--- src/rtl/hcla_pkg.sv ---
package hcla_pkg;

    // Default slicing of the operand word.
    localparam int DEF_SLICE_W    = 4;
    localparam int DEF_NUM_SLICES = 4;

    // Condensed carry behaviour of a run of bits.
    typedef struct packed {
        logic gen;
        logic prop;
    } grp_t;

endpackage

--- src/rtl/hcla_lookahead.sv ---
// Flat lookahead carry network over N generate/propagate pairs.
// carry_o[0] is the incoming carry, carry_o[N] the carry leaving the run.
module hcla_lookahead #(
    parameter int N = 4
) (
    input  logic [N-1:0] gen_i,
    input  logic [N-1:0] prop_i,
    input  logic         c_in,
    output logic [N:0]   carry_o,
    output logic         grp_gen_o,
    output logic         grp_prop_o
);

    // Each carry is an OR of product terms: a generate at position j
    // followed by propagates j+1..i, plus c_in through propagates 0..i.
    always_comb begin
        logic run_p;
        logic term;
        carry_o[0] = c_in;
        for (int i = 0; i < N; i++) begin
            term = 1'b0;
            for (int j = 0; j <= i; j++) begin
                run_p = gen_i[j];
                for (int k = j + 1; k <= i; k++) begin
                    run_p = run_p & prop_i[k];
                end
                term = term | run_p;
            end
            run_p = c_in;
            for (int k = 0; k <= i; k++) begin
                run_p = run_p & prop_i[k];
            end
            carry_o[i+1] = term | run_p;
        end
    end

    // Group generate: the same product terms for the top carry, without c_in.
    always_comb begin
        logic run_g;
        grp_gen_o = 1'b0;
        for (int j = 0; j < N; j++) begin
            run_g = gen_i[j];
            for (int k = j + 1; k < N; k++) begin
                run_g = run_g & prop_i[k];
            end
            grp_gen_o = grp_gen_o | run_g;
        end
    end

    assign grp_prop_o = &prop_i;

    // Checks on the relation between the flat carries and the group pair.
    always_comb begin
        if (grp_gen_o) begin
            a_r3_gen_forces_carry: assert (carry_o[N])
                else $error("R3: group generate set but no carry out");
        end
        a_r8_pair_predicts_carry: assert (carry_o[N] == (grp_gen_o | (grp_prop_o & c_in)))
            else $error("R8: carry out disagrees with group pair");
        if (grp_prop_o) begin
            a_r4_prop_passes_cin: assert (carry_o == {(N+1){c_in}})
                else $error("R4: full propagate but carries differ from c_in");
        end
    end

endmodule

--- src/rtl/hcla_slice.sv ---
// One W-bit lookahead slice: bit-level generate/propagate, flat carries,
// sum bits and the exported group pair.
module hcla_slice #(
    parameter int W = 4
) (
    input  logic [W-1:0]  a_i,
    input  logic [W-1:0]  b_i,
    input  logic          c_in,
    output logic [W-1:0]  sum_o,
    output hcla_pkg::grp_t grp_o
);

    logic [W-1:0] bit_gen;
    logic [W-1:0] bit_prop;
    logic [W:0]   carry;
    logic         slice_gg;
    logic         slice_gp;

    assign bit_gen  = a_i & b_i;
    assign bit_prop = a_i ^ b_i;

    hcla_lookahead #(.N(W)) u_lcu (
        .gen_i     (bit_gen),
        .prop_i    (bit_prop),
        .c_in      (c_in),
        .carry_o   (carry),
        .grp_gen_o (slice_gg),
        .grp_prop_o(slice_gp)
    );

    // The carry leaving the slice (carry[W]) is not needed for any sum bit.
    assign sum_o      = bit_prop ^ carry[W-1:0];
    assign grp_o.gen  = slice_gg;
    assign grp_o.prop = slice_gp;

    always_comb begin
        a_r1_low_bit_sum: assert (sum_o[0] == (a_i[0] ^ b_i[0] ^ c_in))
            else $error("R1: slice bit 0 sum wrong");
    end

endmodule

--- src/rtl/hcla_adder.sv ---
// Two-level carry lookahead adder: NUM_SLICES slices of SLICE_W bits, with a
// second lookahead network supplying the slice carries and the carry-out.
module hcla_adder #(
    parameter int SLICE_W    = hcla_pkg::DEF_SLICE_W,
    parameter int NUM_SLICES = hcla_pkg::DEF_NUM_SLICES,
    localparam int WIDTH     = SLICE_W * NUM_SLICES
) (
    input  logic [WIDTH-1:0] a_i,
    input  logic [WIDTH-1:0] b_i,
    input  logic             c_in,
    output logic [WIDTH-1:0] sum_o,
    output logic             c_out,
    output logic             grp_gen_o,
    output logic             grp_prop_o
);

    hcla_pkg::grp_t [NUM_SLICES-1:0] slice_grp;
    logic [NUM_SLICES-1:0]           slice_gg;
    logic [NUM_SLICES-1:0]           slice_gp;
    logic [NUM_SLICES:0]             slice_carry;

    for (genvar s = 0; s < NUM_SLICES; s++) begin : g_slice
        hcla_slice #(.W(SLICE_W)) u_slice (
            .a_i  (a_i[s*SLICE_W +: SLICE_W]),
            .b_i  (b_i[s*SLICE_W +: SLICE_W]),
            .c_in (slice_carry[s]),
            .sum_o(sum_o[s*SLICE_W +: SLICE_W]),
            .grp_o(slice_grp[s])
        );
        assign slice_gg[s] = slice_grp[s].gen;
        assign slice_gp[s] = slice_grp[s].prop;
    end

    // Second level: the same lookahead network over the slice pairs.
    hcla_lookahead #(.N(NUM_SLICES)) u_lcu_l2 (
        .gen_i     (slice_gg),
        .prop_i    (slice_gp),
        .c_in      (c_in),
        .carry_o   (slice_carry),
        .grp_gen_o (grp_gen_o),
        .grp_prop_o(grp_prop_o)
    );

    assign c_out = slice_carry[NUM_SLICES];

    always_comb begin
        a_r2_cout_from_top_slice: assert (c_out ==
                (slice_gg[NUM_SLICES-1] | (slice_gp[NUM_SLICES-1] & slice_carry[NUM_SLICES-1])))
            else $error("R2: carry out disagrees with top slice");
        if (grp_prop_o) begin
            a_r5_full_prop_sum: assert (sum_o == {WIDTH{~c_in}})
                else $error("R5: full propagate sum wrong");
        end
    end

endmodule

--- config.mk ---
export PLATFORM = sky130hd
export DESIGN_NAME = hcla_adder
export DESIGN_NICKNAME = d
export VERILOG_FILES = /design/src/rtl/hcla_pkg.sv /design/src/rtl/hcla_lookahead.sv /design/src/rtl/hcla_slice.sv /design/src/rtl/hcla_adder.sv
export SDC_FILE = /design/constraint.sdc
export NUM_CORES = 1
export LEC_CHECK = 0
export ABC_AREA = 1
export BUFFER_PORTS_ARGS = -buffer_cell sky130_fd_sc_hd__buf_4
export CELL_PAD_IN_SITES_DETAIL_PLACEMENT = 0
export CELL_PAD_IN_SITES_GLOBAL_PLACEMENT = 2
export CORE_MARGIN = 2
export CORE_UTILIZATION = 22
export DETAILED_ROUTE_END_ITERATION = 8
export GPL_TIMING_DRIVEN = 0
export PLACE_DENSITY_LB_ADDON = 0.1
export SLEW_MARGIN = 10
export SYNTH_ARGS = -nofsm -noshare
export SYNTH_HDL_FRONTEND = slang
export SYNTH_SLANG_ARGS = --single-unit
--- constraint.sdc ---
create_clock -name vclk -period 3.15
set_input_delay 0.63 -clock vclk [all_inputs]
set_output_delay 0.63 -clock vclk [all_outputs]
set_load 0.01 [all_outputs]
; ---- Word-level counts from Yosys, hierarchy flattened
; Index checks and enable logic that the tools add are counted.
[classes]
n_bitwise = 104
reduce_logical = 5
[op_table]
columns = cell, count
row1 = $and 1x1->1, 46
row2 = $or 1x1->1, 46
row3 = $xor 4x4->4, 8
row4 = $and 4x4->4, 4
row5 = $reduce_and 16->1, 1
row6 = $reduce_and 4->1, 4
[totals]
register_bits = 0

; ---- Longest topological paths before layout
; Gate-level depths: netlist of run 1.
[logic_depth]
ltp_word = 17
depth_mapped = 12
depth_no_buf = 12

; ---- Modules after synthesis
; Synthesis of run 1 repeated with hierarchy kept, for this count alone.
[unflattened]
cells_unflattened = 214
hier_area_um2 = 1154.9
[by_module_without_submodules]
columns = module, instances, cells_each, area_each_um2
row1 = hcla_lookahead, 5, 22, 118.9
row2 = hcla_slice, 4, 26, 140.1

; ---- Least setup slack after synthesis of run 1
; OpenSTA, ideal clock, no wires.
[synth_timing]
kind = input port to output port
from = in a_i[11]
to = out sum_o[15]
arrival_time_ns = 2.115
t_required_ns = 2.520
setup_slack_ns = 0.405
stages = 11
cell_sequence = ha_1 > nand2_1 > inv_1 > nand2_1 > and2_1 > nand4_1 > ha_1 > nand2_1 > nand3_1 > a21oi_1 > xnor2_1
[synth_between]
elab_chain_len = 12
elab_cells_between_ends = 20
cone_classes = bitwise (19) / reduce/logical (1)
[synth_lines]
columns = item, line
row1 = "start, declared", hcla_adder.sv:8  ; input logic [WIDTH-1:0] a_i,
row2 = $xor 4x4->4, hcla_slice.sv:20  ; assign bit_prop = a_i ^ b_i;
row3 = $and 1x1->1, hcla_lookahead.sv:44  ; run_g = run_g & prop_i[k];
row4 = $or 1x1->1, hcla_lookahead.sv:46  ; grp_gen_o = grp_gen_o | run_g;
row5 = $or 1x1->1 (2 in series), n/a
row6 = $or 1x1->1, hcla_lookahead.sv:27  ; term = term | run_p;
row7 = $or 1x1->1 *, hcla_lookahead.sv:33  ; carry_o[i+1] = term | run_p;
row8 = $and 1x1->1 * (3 in series), n/a
row9 = $or 1x1->1 *, hcla_lookahead.sv:33
row10 = $xor 4x4->4 *, hcla_slice.sv:32  ; assign sum_o = bit_prop ^ carry[W-1:0];
row11 = "end, declared", hcla_adder.sv:11  ; output logic [WIDTH-1:0] sum_o,
; Every way passes the cells marked *; elsewhere a longest branch is shown, timed or not.

; ---- Worst setup path after layout of run 1
[layout_timing]
from = in a_i[2]
to = out sum_o[9]
[layout_between]
elab_chain_len = 12
elab_cells_between_ends = 19
cone_classes = bitwise (18) / reduce/logical (1)
[layout_lines]
columns = item, line
row1 = $xor 4x4->4, hcla_slice.sv:20
row2 = $and 1x1->1 (2 in series), hcla_lookahead.sv:44
row3 = $or 1x1->1, hcla_lookahead.sv:46
row4 = $or 1x1->1 (2 in series), n/a
row5 = $and 1x1->1, hcla_lookahead.sv:25  ; run_p = run_p & prop_i[k];
row6 = $or 1x1->1, hcla_lookahead.sv:27
row7 = $or 1x1->1 *, hcla_lookahead.sv:33
row8 = $and 1x1->1 *, n/a
row9 = $or 1x1->1 *, hcla_lookahead.sv:33
row10 = $xor 4x4->4 *, hcla_slice.sv:32
; Marks and branches as above.

==> results of run 1 <==
==> metrics by stage <==
stage	worst slack [ps]	cells	util [%]
global route	-12.26	215	37.13
finish	103.4	215	37.13
floorplan	404.6	113	-
CTS	4.978	213	35.05
detailed placement	15.52	213	35.05
global placement	7.746	213	35.05
==> synthesized netlist by cell type <==
cell type,n,area [um^2]
and2_1,1,6.260
fa_1,4,80.08
nand3b_1,1,7.510
nand2_2,7,43.79
xnor2_1,5,43.79
nor2_2,1,6.260
nor2_4,4,45.04
o211ai_1,1,7.510
nand4_1,2,12.51
nor2_1,1,3.750
nand3_1,6,30.03
ha_1,20,250.2
nand2_1,29,108.9
nand3_2,1,10.01
inv_1,15,56.30
xor2_1,7,61.31
a21oi_1,8,40.04
==> placed cells by master (no fill, tap or decap) <==
cell	synthesis	layout
nor2_1	1	1
nand2_1	29	27
xor2_1	7	7
xnor2_1	5	5
nand4_1	2	2
a21oi_2	0	2
nor2_2	1	1
ha_1	20	15
nand3_1	6	5
nand2_2	7	9
fa_1	4	4
nand3_2	1	2
ha_4	0	3
nand3b_1	1	1
nor2_4	4	4
inv_1	15	15
and2_1	1	1
a21oi_1	8	6
ha_2	0	2
buf_4	0	54
o211ai_1	1	1
==> final cells by class <==
cell class                      instances  area share (%)
Inverter                               15           4.206
Multi-Input combinational cell         98           61.03
Tap cell                               48           4.486
Timing Repair Buffer                   54           30.28
==> layer usage <==
layer | vias to the layer above | wire length (um) | GRT usage [%]
met3 | 0 | 153 | 1.215
li1 | 472 | - | -
met2 | 30 | 865 | 15.34
met4 | 0 | 0 | 0
met1 | 379 | 826 | 11.74
met5 | - | 0 | 0
==> tightest hold or removal path, delay by kind of cell <==
family,cells,cell delay [ps]
buffers and inverters,2,230
AND/OR/NAND/NOR,2,120
==> logic make-up after synthesis <==
kind of cell | count (synthesis)
AO/OA/AOI/OAI | 9
XOR/XNOR | 12
adder cells (fa/ha/maj) | 24
buffers and inverters | 15
AND/OR/NAND/NOR | 53
==> how the worst max path moves through the flow <==
stage | cells after the start | to | start
2_1_floorplan | 11 | sum_o[15] | a_i[11]
3_3_place_gp | 14 | sum_o[15] | a_i[1]
3_5_place_dp | 14 | sum_o[15] | a_i[1]
4_1_cts | 14 | sum_o[15] | a_i[1]
5_1_grt | 13 | sum_o[15] | a_i[11]
6_report | 12 | sum_o[9] | a_i[2]
==> what timing repair did <==
item,CTS,global route
endpoints found under the setup margin,0,4
resized for setup,0,10
buffers inserted,0,2
==> power groups by stage <==
stage               registers [mW]  clock network [mW]  logic (mW)
floorplan                        0                   0       0.149
global placement                 0                   0       0.270
detailed placement               0                   0       0.272
CTS                              0                   0       0.273
global route                     0                   0       0.316
finish                           0                   0       0.284
==> results.cfg, run 1 <==
[power_and_ir_drop]
switching_share_pct = 46.61
power_density_nw_per_um2 = 212.2
power_switching_mw = 0.1324
peakVddDrop_mv = 0.05589
intPower_mw = 0.1517
p_leak_nw = 0.7080
seq_power_share_pct = 0
power_frac_comb_pct = 100.0
clock_power_share_pct = 0
total_power_mw = 0.2841

[timing]
final.setup.tns_ps = 0
hold_slack_ps = 1605
setup_viol = 0
maxSlewHeadroom_pct = 82.72
hold_viol = 0
min_period_ps = 3047
fmax_mhz = 328.2
rsz0062_at_grt = true
worstMarginPinSlew_ps = 258.1
finalCritPeriodShare_pct = 96.72
slew_viol_final = 0

[drt]
drc = 0
final_antenna_net_count = 0
vias = 881
drtPass1Iterations = 4
drt_iter0_markers = 15
wl_um = 1845
viasPerCell = 4.098
wl_per_cell_um = 8.581

[worst_hold_path]
hold_class = in2out
hp-start = c_in
min_path_cells = 4
min_to = c_out

[grt]
antenna_found_initial = 0
grt_pass1_wl_um = 3111
grt_pass1_vias = 814
grt_use_total_pct = 8.642
overflow = 0
grt_max_degree = 6

[final_layout]
final_layout_size_suffix_gt1_share_pct = 46.11
diodes = 0
finalInstanceArea_um2 = 1339
synthToLayoutAreaGrowth_pct = 64.61
n_clock_buffer = 0
seqCellArea_um2 = 0
multiInputGateArea_um2 = 817.0
layout.nets = 226
num-fill-cells = 383
design.seq.count = 0

[logic_synthesis]
synth-simple-area-share_pct = 33.69
synthAdderAreaFrac_pct = 40.62
synth_top_family_by_area = adder cells
synth_area_um2 = 813.3
ys_warn_count = 0
syn_inst = 113
synth-xor-area-share_pct = 12.92
syn-num-nets = 170
synthDistinctLibCells = 17
synthMuxAreaShare_pct = 0
ys_seq_area_share_pct = 0
synth-compound-area-share_pct = 5.846
syn_area_per_cell_um2 = 7.197

[run_status]
status = completed

[worst_setup_path]
cp_slowest_cell = fa_1
arrival_ps = 2420
crit_fanout = 3
critPathKind = in2out
crit_buf_inv = 4
critPathMaxStageDelay_ps = 360
cpLargestDelayFamily = adder cells
end_kind = primary output
crit_path_start_kind = primary input
path_cells = buf_4, ha_1, nand2_2, inv_1, nand2_1, nand2_1, nand2_1, o211ai_1, buf_4, fa_1, xor2_1, buf_4
critPathRequiredTime_ps = 2520

[die]
placementRows = 22
dieArea_um2 = 4199
coreArea_um2 = 3606
start_util_pct = 22.55
dieHeight_um = 64.80
die_x_um = 64.80
io_pins = 52

[place]
dpl_cell_area_um2 = 1264
port_buffers = 52
dpl.hpwl_um = 1695
gp_congestion = 0.6791

[flow_run]
cap_violations = 0

[cts]
ctsHoldBuffers = 0
No activity file was read; power rests on OpenSTA's default activity.
==> inputs of run 2 (changes only) <==
--- a/config.mk
+++ b/config.mk
@@ -9,6 +9,7 @@
 export BUFFER_PORTS_ARGS = -buffer_cell sky130_fd_sc_hd__buf_4
 export CELL_PAD_IN_SITES_DETAIL_PLACEMENT = 0
 export CELL_PAD_IN_SITES_GLOBAL_PLACEMENT = 2
+export CORE_ASPECT_RATIO = 0.9
 export CORE_MARGIN = 2
 export CORE_UTILIZATION = 22
 export DETAILED_ROUTE_END_ITERATION = 8
==> run 2 against run 1 <==
  * First-iteration DRC count shrank 40%
  * Via count down 1.4%
  * Utilization increased by 2.5 points
==> results.cfg, run 2 (same netlist as run 1, synthesis figures left out) <==
[timing]
worstMarginPinSlew_ps = 276.6
maxSlewHeadroom_pct = 81.48
slew_viol_final = 0
setup_viol = 0
min_period_ps = 3037
hold_viol = 0
fmax_mhz = 329.3
hold_slack_ps = 1609
finalCritPeriodShare_pct = 96.41

[grt]
busiest_layer = met2
grt_max_degree = 6
grt_use_total_pct = 8.882
use_met2_pct = 14.70
grt_pass1_vias = 761
grt_pass1_wl_um = 3042
overflow = 0
antenna_found_initial = 0
use_met1_pct = 13.68
grt_util_met3_pct = 0.1828

[place]
dpl_cell_area_um2 = 1259
gp_congestion = 0.7178
dpl.hpwl_um = 1711
place_inst = 209
port_buffers = 52

[final_layout]
n_clock_buffer = 0
mostFrequentLayoutCells = buf_4 (54), nand2_1 (28), inv_1 (15)
finalInstanceArea_um2 = 1370
diodes = 0
seqCellArea_um2 = 0
final_layout_size_suffix_gt1_share_pct = 49.10
fin_cells = 211
design.seq.count = 0
synthToLayoutAreaGrowth_pct = 68.46
layout.nets = 226
mostFrequentLayoutCell = buf_4

[drt]
drtPass1Iterations = 4
viasPerCell = 4.118
vias = 869
drc = 0
drt_iter0_markers = 9
wl_per_cell_um = 9.114
wl_um = 1923
final_antenna_net_count = 0

[worst_setup_path]
arrival_ps = 2410
critPathKind = in2out
end_kind = primary output
critPathRequiredTime_ps = 2520
crit_buf_inv = 3
crit_path_start_kind = primary input
cp_slowest_cell = fa_1
critPathMaxStageDelay_ps = 360
crit_top_cell = nand2_1
cpLargestDelayFamily = adder cells
path_cells = buf_4, ha_2, nand2_1, nand2_1, nand2_1, nand2_1, nand3_1, nand4_1, buf_4, fa_1, xor2_1, buf_4
crit_fanout = 4

[die]
coreArea_um2 = 3453
die_x_um = 68.09
placementRows = 20
dieHeight_um = 61.68
io_pins = 52
start_util_pct = 23.55
dieArea_um2 = 4200

[worst_hold_path]
hold_class = in2out

[flow_run]
cap_violations = 0

[power_and_ir_drop]
p_leak_nw = 0.7091
total_power_mw = 0.2913
power_density_nw_per_um2 = 212.6
peakVddDrop_mv = 0.06593

[cts]
ctsHoldBuffers = 0

[run_status]
status = completed
==> run 2: what timing repair did <==
| action | in CTS | in global routing |
|---|---|---|
| setup endpoints to repair | 0 | 5 |
| buffers inserted | 0 | 2 |
| gates resized for setup | 0 | 15 |
==> run 2: path summary, 6_finish.rpt <==
| kind | from | end | cells after the start |
|---|---|---|---|
| max | a_i[1] | sum_o[13] | 12 |
| min | c_in | c_out | 4 |
==> run 2: through the flow <==
stage	utilization (%)	TNS, ps	setup WS [ps]
floorplan	-	0	404.6
global placement	36.45	0	9.994
detailed placement	36.45	0	20.67
CTS	36.45	0	10.91
global route	39.67	-25.82	-25.82
finish	39.67	0	113.2
==> run 2: report_power, final <==
part	leakage [nW]	internal (mW)	total (mW)	switching (mW)
logic	0.709	0.156	0.291	0.136
registers	0	0	0	0
clock network	0	0	0	0
==> run 2: final cells by class <==
cell class                      count  area (um^2)
Fill cell                         371         2083
Multi-Input combinational cell     98        853.3
Timing Repair Buffer               54        405.4
Inverter                           15        56.30
Tap cell                           44        55.05
==> run 2: metal layers <==
metal,part of all wire (%),routed length [um]
met1,47,910
met2,46,882
met3,6.8,131
met4,0,0
met5,0,0
